<file path="src/rtl/cptrap_pkg.sv">
package cptrap_pkg;

    localparam int REG_W = 32;
    localparam int EC_W  = 6;

    localparam int POS_ACR  = 31;
    localparam int POS_AMON = 30;
    localparam int POS_TRC  = 20;
    localparam int POS_SIMD = 15;
    localparam int POS_FPX  = 11;
    localparam int POS_FP   = 10;

    localparam logic [REG_W-1:0] FIXED_ONES = 32'h0000_33FF;

    localparam logic [EC_W-1:0] EC_NONE   = 6'h00;
    localparam logic [EC_W-1:0] EC_SYS_1  = 6'h03;
    localparam logic [EC_W-1:0] EC_SYS_2  = 6'h04;
    localparam logic [EC_W-1:0] EC_TRC_1  = 6'h05;
    localparam logic [EC_W-1:0] EC_FPSIMD = 6'h07;
    localparam logic [EC_W-1:0] EC_TRC_2  = 6'h0C;

    typedef enum logic [2:0] {
        KIND_FP    = 3'd0,
        KIND_SIMD  = 3'd1,
        KIND_TRACE = 3'd2,
        KIND_AMON  = 3'd3,
        KIND_ACR   = 3'd4
    } req_kind_e;

    typedef enum logic [1:0] {
        OUT_NONE      = 2'd0,
        OUT_HYP_TRAP  = 2'd1,
        OUT_UNDEF_HYP = 2'd2
    } outcome_e;

    typedef struct packed {
        logic acr;
        logic amon;
        logic trc;
        logic simd;
        logic fp;
    } ctl_fields_t;

endpackage

</file>
<file path="src/rtl/trapctl_store.sv">
module trapctl_store
    import cptrap_pkg::*;
#(
    parameter bit AMON_PRESENT = 1'b1,
    parameter bit SIMD_RW      = 1'b1
) (
    input  logic             clk,
    input  logic             rst_n,
    input  logic             wr_en,
    input  logic [REG_W-1:0] wr_data,
    input  logic             non_secure,
    input  logic             sec_trace_off,
    input  logic             sec_simd_off,
    input  logic             sec_fp_en,
    output logic [REG_W-1:0] rd_data,
    output ctl_fields_t      eff
);

    logic r_acr, r_amon, r_trc, r_simd, r_fp;

    always_ff @(posedge clk or negedge rst_n) begin
        if (!rst_n) begin
            r_acr <= 1'b0;
            r_trc <= 1'b0;
            r_fp  <= 1'b0;
        end else if (wr_en) begin
            r_acr <= wr_data[POS_ACR];
            r_trc <= wr_data[POS_TRC];
            r_fp  <= wr_data[POS_FP];
        end
    end

    generate
        if (AMON_PRESENT) begin : g_amon
            always_ff @(posedge clk or negedge rst_n) begin
                if (!rst_n)     r_amon <= 1'b0;
                else if (wr_en) r_amon <= wr_data[POS_AMON];
            end
        end else begin : g_no_amon
            assign r_amon = 1'b0;
        end

        if (SIMD_RW) begin : g_simd
            always_ff @(posedge clk or negedge rst_n) begin
                if (!rst_n)     r_simd <= 1'b0;
                else if (wr_en) r_simd <= wr_data[POS_SIMD];
            end
        end else begin : g_no_simd
            assign r_simd = 1'b0;
        end
    endgenerate

    // Forced views apply only in non-secure state
    always_comb begin
        eff.acr  = r_acr;
        eff.amon = r_amon;
        eff.trc  = r_trc  | (non_secure & sec_trace_off);
        eff.simd = r_simd | (non_secure & sec_simd_off);
        eff.fp   = r_fp   | (non_secure & ~sec_fp_en);
    end

    always_comb begin
        rd_data           = FIXED_ONES;
        rd_data[POS_ACR]  = eff.acr;
        rd_data[POS_AMON] = eff.amon;
        rd_data[POS_TRC]  = eff.trc;
        rd_data[POS_SIMD] = eff.simd;
        rd_data[POS_FPX]  = eff.fp;
        rd_data[POS_FP]   = eff.fp;
    end

    // stored trap bits change only on a write
    a_r2_hold_no_write: assert property (@(posedge clk) disable iff (!rst_n)
        !wr_en |=> $stable({r_acr, r_amon, r_trc, r_simd, r_fp}));

endmodule

</file>
<file path="src/rtl/trapctl_decide.sv">
module trapctl_decide
    import cptrap_pkg::*;
(
    input  ctl_fields_t     eff,
    input  logic            req_valid,
    input  logic [2:0]      req_kind,
    input  logic            req_dual,
    input  logic [1:0]      cur_el,
    input  logic            non_secure,
    input  logic            lower_trap,
    output logic            trap_valid,
    output logic            trap_undef,
    output logic [EC_W-1:0] trap_class
);

    logic            hit;
    logic [EC_W-1:0] ec;
    logic            el_low;
    outcome_e        outcome;

    assign el_low = (cur_el == 2'd0) || (cur_el == 2'd1);

    always_comb begin
        hit = 1'b0;
        ec  = EC_NONE;
        unique case (req_kind_e'(req_kind))
            KIND_FP: begin
                hit = eff.fp;
                ec  = EC_FPSIMD;
            end
            KIND_SIMD: begin
                hit = eff.fp | eff.simd;
                ec  = EC_FPSIMD;
            end
            KIND_TRACE: begin
                hit = eff.trc;
                ec  = req_dual ? EC_TRC_2 : EC_TRC_1;
            end
            KIND_AMON: begin
                hit = eff.amon & el_low;
                ec  = req_dual ? EC_SYS_2 : EC_SYS_1;
            end
            KIND_ACR: begin
                hit = eff.acr & (cur_el == 2'd1);
                ec  = EC_SYS_1;
            end
            default: begin
                hit = 1'b0;
                ec  = EC_NONE;
            end
        endcase
        if (!req_valid || !non_secure || lower_trap || cur_el == 2'd3)
            hit = 1'b0;
    end

    always_comb begin
        if (!hit)                outcome = OUT_NONE;
        else if (cur_el == 2'd2) outcome = OUT_UNDEF_HYP;
        else                     outcome = OUT_HYP_TRAP;
    end

    always_comb begin
        unique case (outcome)
            OUT_HYP_TRAP: begin
                trap_valid = 1'b1;
                trap_undef = 1'b0;
                trap_class = ec;
            end
            OUT_UNDEF_HYP: begin
                trap_valid = 1'b1;
                trap_undef = 1'b1;
                trap_class = EC_NONE;
            end
            default: begin
                trap_valid = 1'b0;
                trap_undef = 1'b0;
                trap_class = EC_NONE;
            end
        endcase
    end

endmodule

</file>
<file path="src/rtl/cp_trap_ctrl.sv">
module cp_trap_ctrl
    import cptrap_pkg::*;
#(
    parameter bit AMON_PRESENT = 1'b1,
    parameter bit SIMD_RW      = 1'b1
) (
    input  logic        clk,
    input  logic        rst_n,
    input  logic        wr_en,
    input  logic [31:0] wr_data,
    output logic [31:0] rd_data,
    input  logic        sec_trace_off,
    input  logic        sec_simd_off,
    input  logic        sec_fp_en,
    input  logic [1:0]  cur_el,
    input  logic        non_secure,
    input  logic        req_valid,
    input  logic [2:0]  req_kind,
    input  logic        req_dual,
    input  logic        lower_trap,
    output logic        trap_valid,
    output logic        trap_undef,
    output logic [5:0]  trap_class
);

    ctl_fields_t eff;

    trapctl_store #(
        .AMON_PRESENT (AMON_PRESENT),
        .SIMD_RW      (SIMD_RW)
    ) u_store (
        .clk           (clk),
        .rst_n         (rst_n),
        .wr_en         (wr_en),
        .wr_data       (wr_data),
        .non_secure    (non_secure),
        .sec_trace_off (sec_trace_off),
        .sec_simd_off  (sec_simd_off),
        .sec_fp_en     (sec_fp_en),
        .rd_data       (rd_data),
        .eff           (eff)
    );

    trapctl_decide u_decide (
        .eff        (eff),
        .req_valid  (req_valid),
        .req_kind   (req_kind),
        .req_dual   (req_dual),
        .cur_el     (cur_el),
        .non_secure (non_secure),
        .lower_trap (lower_trap),
        .trap_valid (trap_valid),
        .trap_undef (trap_undef),
        .trap_class (trap_class)
    );

    a_r4_fp_forced_ns: assert property (@(posedge clk) disable iff (!rst_n)
        (non_secure && !sec_fp_en) |-> (rd_data[POS_FP] && rd_data[POS_FPX]));

    a_r5_fp_class: assert property (@(posedge clk) disable iff (!rst_n)
        (trap_valid && !trap_undef && req_kind == 3'd0) |-> trap_class == EC_FPSIMD);

    a_r9_acr_el1_only: assert property (@(posedge clk) disable iff (!rst_n)
        (trap_valid && req_kind == 3'd4) |-> cur_el == 2'd1);

    a_r10_lower_wins: assert property (@(posedge clk) disable iff (!rst_n)
        lower_trap |-> !trap_valid);

    a_r11_quiet_zero: assert property (@(posedge clk) disable iff (!rst_n)
        !trap_valid |-> (!trap_undef && trap_class == EC_NONE));

    a_r12_hyp_undef: assert property (@(posedge clk) disable iff (!rst_n)
        (trap_valid && cur_el == 2'd2) |-> (trap_undef && trap_class == EC_NONE));

endmodule

</file>
<file path="config.mk">
export PLATFORM = sky130hd
export DESIGN_NAME = cp_trap_ctrl
export DESIGN_NICKNAME = d
export VERILOG_FILES = /design/src/rtl/cptrap_pkg.sv /design/src/rtl/trapctl_store.sv /design/src/rtl/trapctl_decide.sv /design/src/rtl/cp_trap_ctrl.sv
export SDC_FILE = /design/constraint.sdc
export NUM_CORES = 1
export LEC_CHECK = 0
export ABC_AREA = 1
export BUFFER_PORTS_ARGS = -buffer_cell sky130_fd_sc_hd__clkbuf_2
export CORE_UTILIZATION = 28
export DETAILED_ROUTE_END_ITERATION = 12
export PLACE_DENSITY = 0.77
export SKIP_CTS_REPAIR_TIMING = 1
export SLEW_MARGIN = 10
export SYNTH_ARGS = -nofsm -noshare
export SYNTH_HDL_FRONTEND = slang
export SYNTH_SLANG_ARGS = --single-unit
export TNS_END_PERCENT = 1
</file>
<file path="constraint.sdc">
create_clock -name clk -period 0.8 [get_ports clk]
set_input_delay 0.04 -clock clk [delete_from_list [all_inputs] [get_ports clk]]
set_output_delay 0.04 -clock clk [all_outputs]
set_load 0.02 [all_outputs]
</file>
==> impl_metrics.json, run 1 <==
{
  "cp-start-kind": "flop",
  "drt_pre_antenna_iters": 4,
  "drt-total-wl_mm": 1.39,
  "io-pin-count": 87,
  "htreeDepth": 1,
  "seq_area_frac_synth_pct": 19.5,
  "hold_ws_ns": 0.0225,
  "final_area_um2": 931,
  "ys_types": 20,
  "rsz0062_at_grt": "true",
  "power.leakage_nw": 0.504,
  "ys_warn_count": 0,
  "worst_clock_skew_ns": 0,
  "synth_enable_flop_cells": 0,
  "die_area_um2": 2490,
  "dpl-instance-area_um2": 846,
  "postSynthAreaPerCell_um2": 6.99,
  "path_common_cell": "nor2_1",
  "clock_path_buffers": 2,
  "maxCapViolations": 0,
  "path_class": "flop to output port",
  "crit_slowest_cell": "dfrtp_1",
  "cp-end-kind": "output port",
  "diodes": 0,
  "multi_input_area_um2": 415,
  "remaining_drc_errors": 0,
  "power.density_nw_per_um2": 1170,
  "grt_pass1_wl_mm": 2.20,
  "cts-root-buf": "clkbuf_4",
  "cts_buffers": 3,
  "synth_cells": 92,
  "die_height_um": 49.9,
  "clkTransAtPathRegs_ns": 0.04,
  "regArea_um2": 125,
  "dieWidth_um": 49.9,
  "fillers": 214,
  "fin_setup_tns_ns": -4.86,
  "drt_iter0_drc": 3,
  "vias": 633,
  "violations": "setup timing",
  "crit_start": "u_store.r_fp",
  "post_drt_wl_per_cell_um": 8.65,
  "dp_hpwl_mm": 1.20,
  "finalHoldViolCount": 0,
  "drtAntennaViolNets": 0,
  "initial_utilization_pct": 31.2,
  "layout-drive-gt1-share_pct": 50.0,
  "cts_sinks": 5,
  "slowest_delay_ns": 0.40,
  "synth-seq-cells": 5,
  "fin_crit_sh_pct": 176,
  "slew_viol_final": 0,
  "grt_pass1_vias": 586,
  "fin_crit_ns": 1.41,
  "arrival_ns": 1.37,
  "synth_flop_cell": "dfrtp_1",
  "power_mw": 1.09,
  "area_growth_syn_to_layout_pct": 44.7,
  "hold_class": "input pin to flop",
  "r2r_start": "u_store.r_acr",
  "critPathTopFamily": "simple AND/OR/NAND/NOR gates",
  "status": "finished with violations",
  "place.gp.congestion": 0.707,
  "core_area_um2": 2060,
  "worst_ir_drop_vdd_uv": 755,
  "nNetsFinal": 182,
  "path_max_fanout": 4,
  "required_ns": 0.76,
  "clock_latency_ns": 0.24,
  "grt_usage_pct": 11.5,
  "synthesis.area_um2": 643,
  "antenna_found_initial": 0,
  "min-delay-start": "wr_data[10]",
  "path_cells": "a21oi_2 > nor2_1 > nor2_1 > nand3_2 > nand3_4 > nor2_4 > buf_6",
  "via_per_inst": 3.93,
  "final_core_utilization_pct": 45.1,
  "row_count": 16,
  "io_buffer_count": 31,
  "grt_start_max_net_pins": 8,
  "overflow": 0,
  "tritoncts": "done",
  "clock.fmax_mhz": 711,
  "synth-async-reset-ratio_pct": 100,
  "setup_slack_ns": -0.606,
  "setup_viol": 14,
  "path_buf_inv": 1
}
## per-stage QoR
stage / cells / worst slack [ns]
floorplan: 118 / -0.187
global placement: 156 / -0.339
detailed placement: 156 / -0.387
CTS: 160 / -0.655
global route: 161 / -0.664
finish: 161 / -0.606
## worst paths after layout
| path | cells past startpoint | end | slack (ns) |
|---|---|---|---|
| worst min-delay path | 3 | u_store.r_fp | 0.02 |
| worst min register to register | 1 | u_store.r_trc | 0.55 |
| worst max register to register | 2 | u_store.r_acr | -0.07 |
| max in group asynchronous | 2 | u_store.r_amon | 0.51 |
| worst max-delay path | 7 | trap_class[1] | -0.61 |
| min in group asynchronous | 2 | u_store.r_simd | 0.15 |
## cells in the final DEF (no fill, tap or decap), drive strengths merged
cell / count
inv: 8
o21ai: 5
or2: 1
dlygate4sd3: 1
nand2: 13
nor3: 1
conb: 28
clkbuf: 28
nand3: 5
nand4: 1
nor2: 12
a211oi: 1
a21oi: 2
mux2: 3
buf: 19
a31oi: 1
dfrtp: 5
## sequential cells by signal, summed over array words and instances, names as in the netlist
signal,cells
u_store.r_acr,1
u_store.r_amon,1
u_store.r_fp,1
u_store.r_simd,1
u_store.r_trc,1
## cells in the mapped netlist, types with 2 or more instances
cell,n,share of area [%]
buf_4,31,36
nand2_1,13,7.6
nor2_1,11,6.4
inv_1,7,4.1
dfrtp_1,5,19
o21ai_0,4,3.1
mux2_2,3,5.3
nand3_1,3,2.3
a21oi_1,2,1.6
conb_1,2,1.2
nand3_2,2,3.1
## cells by family (layout without fill, tap and decap cells)
| group | Yosys count | after routing | synth area share [%] |
|---|---|---|---|
| multiplexers | 3 | 3 | 5.25 |
| AO/OA/AOI/OAI | 9 | 9 | 9.53 |
| buffers and inverters | 40 | 56 | 41.4 |
| AND/OR/NAND/NOR | 33 | 33 | 23.2 |
| flip-flops | 5 | 5 | 19.5 |
| other | 2 | 28 | 1.17 |
## per-layer routing
metal  vias to the layer above  track usage [%]  routed length [um]
li1                        314                -                   -
met1                       280             11.9                 479
met2                        39             21.2                 785
met3                         0             3.09                 128
met4                         0             5.24                   0
met5                         -                0                   0
## report_power, final
| group | total, mW | leakage, nW | internal [mW] | switching, mW |
|---|---|---|---|---|
| logic | 0.503 | 0.430 | 0.187 | 0.316 |
| clock network | 0.288 | 0.0150 | 0.188 | 0.0996 |
| registers | 0.295 | 0.0594 | 0.278 | 0.0168 |
## final cells by class
| cell class | instances | area share [%] |
|---|---|---|
| repair buffers | 44 | 32.3 |
| clock buffers | 4 | 2.82 |
| multi-input cells | 73 | 44.6 |
| well taps | 27 | 3.63 |
| flip-flops and latches | 5 | 13.4 |
| inverters | 8 | 3.23 |
## worst register-to-register path: stages (launching register included)
cell	delay, ns
dfrtp_1	0.37
buf_4	0.14
mux2_2	0.25
Power figures use the tool's default switching activity.
==> inputs of run 2 (changes only) <==
--- a/config.mk
+++ b/config.mk
@@ -10,6 +10,7 @@
 export CORE_UTILIZATION = 28
 export DETAILED_ROUTE_END_ITERATION = 12
 export PLACE_DENSITY = 0.77
+export REMOVE_ABC_BUFFERS = 1
 export SKIP_CTS_REPAIR_TIMING = 1
 export SLEW_MARGIN = 10
 export SYNTH_ARGS = -nofsm -noshare
==> impl_metrics.json, run 2 (same netlist as run 1, synthesis figures left out) <==
{
  "rsz0062_at_grt": "true",
  "r2r_setup_slack_ns": -0.08,
  "path_cells": "a21oi_2 > nor2_1 > nor2_1 > nand3_2 > nand3_4 > nor2_1 > buf_2",
  "die_area_um2": 2490,
  "vias": 604,
  "grt_pass1_vias": 533,
  "cp-start-kind": "flop",
  "final_cell_mix": "conb_1, clkbuf_2, nand2_1, nor2_1, buf_4",
  "diodes": 0,
  "die_height_um": 49.9,
  "power.leakage_nw": 0.492,
  "io_buffer_count": 31,
  "rr_endpoint": "u_store.r_amon",
  "dieWidth_um": 49.9,
  "cts_buffers": 3,
  "drtAntennaViolNets": 0,
  "clock.fmax_mhz": 729,
  "power.density_nw_per_um2": 1230,
  "layout-drive-gt1-share_pct": 42.9,
  "place.gp.congestion": 0.780,
  "row_count": 16,
  "dpl.cell_count": 155,
  "fin_crit_ns": 1.37,
  "slowest_delay_ns": 0.38,
  "path_common_cell": "nor2_1",
  "arrival_ns": 1.33,
  "grt_usage_pct": 11.0,
  "dp_hpwl_mm": 1.14,
  "via_per_inst": 3.78,
  "cts-root-buf": "clkbuf_4",
  "antenna_found_initial": 0,
  "drt_pre_antenna_iters": 4,
  "final_common_cell": "conb_1",
  "worst_clock_skew_ns": 0,
  "remaining_drc_errors": 0,
  "cts_sinks": 5,
  "final_core_utilization_pct": 41.4,
  "clock_path_buffers": 2,
  "cp-end-kind": "output port",
  "area_growth_syn_to_layout_pct": 32.7,
  "nNetsFinal": 181,
  "post_drt_wl_per_cell_um": 8.24,
  "core_area_um2": 2060,
  "crit_start": "u_store.r_trc",
  "path_max_fanout": 4,
  "crit_path_end": "trap_class[0]",
  "layoutNonFillerInstCount": 160,
  "finalHoldViolCount": 0,
  "overflow": 0,
  "r2r_cells": 2,
  "worst_ir_drop_vdd_uv": 674,
  "power_mw": 1.05,
  "initial_utilization_pct": 31.2,
  "grt_start_max_net_pins": 8,
  "path_class": "flop to output port",
  "htreeDepth": 1,
  "hold_ws_ns": 0.0143,
  "hold_class": "input pin to flop",
  "fillers": 234,
  "crit_slowest_cell": "dfrtp_1",
  "fin_crit_sh_pct": 171,
  "violations": "setup timing",
  "clkTransAtPathRegs_ns": 0.04,
  "r2r_start": "u_store.r_amon",
  "required_ns": 0.76,
  "setup_slack_ns": -0.572,
  "clock_latency_ns": 0.24,
  "maxCapViolations": 0,
  "tritoncts": "done",
  "slew_viol_final": 0,
  "drt_iter0_drc": 6,
  "fin_setup_tns_ns": -4.79,
  "setup_viol": 14,
  "grt_pass1_wl_mm": 2.16,
  "drt-total-wl_mm": 1.32,
  "io-pin-count": 87,
  "status": "finished with violations"
}
[run 2: critical path: cells and delay by family (launching register included)]
kind	cells	cell delay, ns
and+or+nand+nor	5	0.42
AOI/OAI and AO/OA	1	0.13
buffers and inverters	1	0.16
DFF	1	0.38
[run 2: worst min-delay path by stage]
stage                      startpoint             to  cells after the start
after floorplan                 rst_n  u_store.r_acr                      0
after global placement          rst_n  u_store.r_acr                      1
after detailed placement        rst_n  u_store.r_acr                      1
after CTS                       rst_n  u_store.r_acr                      1
after global routing      wr_data[10]   u_store.r_fp                      3
final                     wr_data[10]   u_store.r_fp                      3
[run 2: layout make-up]
type / instances / area [um2] / area share (%)
clock buffer: 4 / 26.3 / 3.08
multi-input combinational: 73 / 368 / 43.1
tap: 27 / 33.8 / 3.96
inverter: 8 / 30.0 / 3.52
timing repair buffer: 43 / 270 / 31.7
sequential: 5 / 125 / 14.7
[run 2: per-layer routing]
layer  global-route usage, %  part of all wire [%]
met1                    13.0                    39
met2                    20.0                    53
met3                   0.926                   7.7
met4                    4.29                     0
met5                       0                     0
[run 2: where the power goes]
group	internal (mW)	total, mW	leakage [nW]	switching (mW)
Clock	0.188	0.290	0.0150	0.101
Combinational	0.175	0.470	0.418	0.294
Sequential	0.278	0.294	0.0594	0.0153
Total	0.642	1.05	0.492	0.411
[run 2: metrics by stage]
step           setup WS [ns]  instance area (um2)
6_report              -0.572                  853
5_1_grt               -0.697                  853
4_1_cts               -0.625                  802
3_5_place_dp          -0.351                  776
3_3_place_gp          -0.375                  776
2_1_floorplan         -0.492                  504
==> inputs of run 3 (changes only) <==
--- a/config.mk
+++ b/config.mk
@@ -7,10 +7,10 @@
 export LEC_CHECK = 0
 export ABC_AREA = 1
 export BUFFER_PORTS_ARGS = -buffer_cell sky130_fd_sc_hd__clkbuf_2
+export CORE_ASPECT_RATIO = 1.5
 export CORE_UTILIZATION = 28
 export DETAILED_ROUTE_END_ITERATION = 12
 export PLACE_DENSITY = 0.77
-export REMOVE_ABC_BUFFERS = 1
 export SKIP_CTS_REPAIR_TIMING = 1
 export SLEW_MARGIN = 10
 export SYNTH_ARGS = -nofsm -noshare
==> constraint.sdc (replaced) <==
create_clock -name clk -period 1.2 [get_ports clk]
set_input_delay 0.06 -clock clk [delete_from_list [all_inputs] [get_ports clk]]
set_output_delay 0.06 -clock clk [all_outputs]
set_load 0.02 [all_outputs]
==> impl_metrics.json, run 3 (same netlist as run 1, synthesis figures left out) <==
{
  "fin_crit_sh_pct": 119,
  "antenna_found_initial": 0,
  "maxCapViolations": 0,
  "hold_class": "input pin to flop",
  "drtAntennaViolNets": 0,
  "hold_ws_ns": 0.0301,
  "slowest_delay_ns": 0.38,
  "drt_pre_antenna_iters": 4,
  "crit_slowest_cell": "dfrtp_1",
  "via_per_inst": 4.07,
  "clock_path_buffers": 2,
  "setup_slack_ns": -0.224,
  "worst_ir_drop_vdd_uv": 516,
  "diodes": 0,
  "post_drt_wl_per_cell_um": 8.74,
  "fin_crit_ns": 1.42,
  "dpl.cell_count": 139,
  "clkTransAtPathRegs_ns": 0.04,
  "final_area_um2": 733,
  "htreeDepth": 1,
  "drt_iter0_drc": 5,
  "final_core_utilization_pct": 34.9,
  "power.density_nw_per_um2": 891,
  "clock_latency_ns": 0.25,
  "overflow": 0,
  "vias": 586,
  "io-pin-count": 87,
  "die_height_um": 60.7,
  "dp_hpwl_mm": 1.03,
  "cp-end-kind": "output port",
  "final_cell_mix": "conb_1, clkbuf_2, nand2_1, nor2_1, inv_1",
  "power_uw": 653,
  "layoutNonFillerInstCount": 144,
  "layout-drive-gt1-share_pct": 37.7,
  "regArea_um2": 125,
  "fin_setup_tns_ns": -1.26,
  "power.leakage_nw": 0.434,
  "clkPwrFrac_pct": 30.9,
  "p_sw_share_pct": 41.4,
  "area_growth_syn_to_layout_pct": 14.0,
  "cts_buffers": 3,
  "path_cells": "a21oi_2 > nor2_1 > nor2_1 > nand3_2 > nand3_2 > nor2_1 > buf_2",
  "initial_utilization_pct": 30.6,
  "required_ns": 1.14,
  "core_area_um2": 2100,
  "worst_clock_skew_ns": 0,
  "violations": "setup timing",
  "fillers": 242,
  "tritoncts": "done",
  "dpl-instance-area_um2": 687,
  "grt_pass1_vias": 480,
  "grt_usage_pct": 10.4,
  "io_buffer_count": 31,
  "dieWidth_um": 41.1,
  "cts_sinks": 5,
  "clock.fmax_mhz": 702,
  "path_common_cell": "nor2_1",
  "slew_viol_final": 0,
  "drt-total-wl_mm": 1.26,
  "multi_input_area_um2": 359,
  "finalHoldViolCount": 0,
  "nNetsFinal": 170,
  "cp-start-kind": "flop",
  "p_sw_uw": 270,
  "remaining_drc_errors": 0,
  "status": "finished with violations",
  "grt_start_max_net_pins": 8,
  "row_count": 20,
  "place.gp.congestion": 0.747,
  "path_class": "flop to output port",
  "rsz0062_at_grt": "true",
  "die_area_um2": 2500,
  "arrival_ns": 1.36,
  "place_ws_ns": 0.00476,
  "setup_viol": 6,
  "seqPwrFrac_pct": 29.9,
  "cts-root-buf": "clkbuf_4",
  "path_max_fanout": 4,
  "internal_power_uw": 383,
  "grt_pass1_wl_mm": 1.77,
  "pwr-share-comb_pct": 39.2
}
-- run 3: cell types whose count changed in the layout (fill, tap and decap cells not counted) --
cell,previous run,this run
buf_6,4,0
nand3_2,1,2
buf_2,1,3
nand3_4,1,0
clkbuf_2,27,28
a21oi_2,2,1
nand2_1,13,12
buf_4,10,0
a21oi_1,0,1
nand2_2,0,1
-- run 3: worst paths after layout --
path,start,end,slack [ns],cells past startpoint
max reg2reg,u_store.r_acr,u_store.r_acr,0.43,1
min reg2reg,u_store.r_trc,u_store.r_trc,0.54,1
min,wr_data[15],u_store.r_simd,0.03,3
max in group asynchronous,rst_n,u_store.r_acr,0.89,2
max,u_store.r_trc,trap_class[2],-0.22,7
min in group asynchronous,rst_n,u_store.r_simd,0.17,2
-- run 3: final cells by class --
type / instances / area share (%)
Multi-Input combinational cell: 73 / 49.0
Timing Repair Buffer: 32 / 22.5
Sequential cell: 5 / 17.1
Inverter: 8 / 4.10
Tap cell: 22 / 3.75
Clock buffer: 4 / 3.58
-- run 3: power by group through the flow --
stage	sequential [mW]	combinational, mW	clock (mW)
final	0.195	0.256	0.202
after global routing	0.199	0.284	0.206
after CTS	0.195	0.248	0.207
after detailed placement	0.197	0.247	0
after global placement	0.197	0.244	0
after floorplan	0.195	0.256	0
-- run 3: routing by layer --
layer  track usage (%)  vias up  share of wire, %
li1                  -      287                 -
met1              11.6      246                38
met2              17.9       50                50
met3             0.366        3               9.2
met4              6.91        0               2.7
met5                 0        -                 0
-- run 3: worst max-delay path, delay by kind of cell (launching register included) --
kind | cells | cell delay (ns)
and+or+nand+nor | 5 | 0.43
DFF | 1 | 0.38
AOI/OAI and AO/OA | 1 | 0.16
buffers and inverters | 1 | 0.15
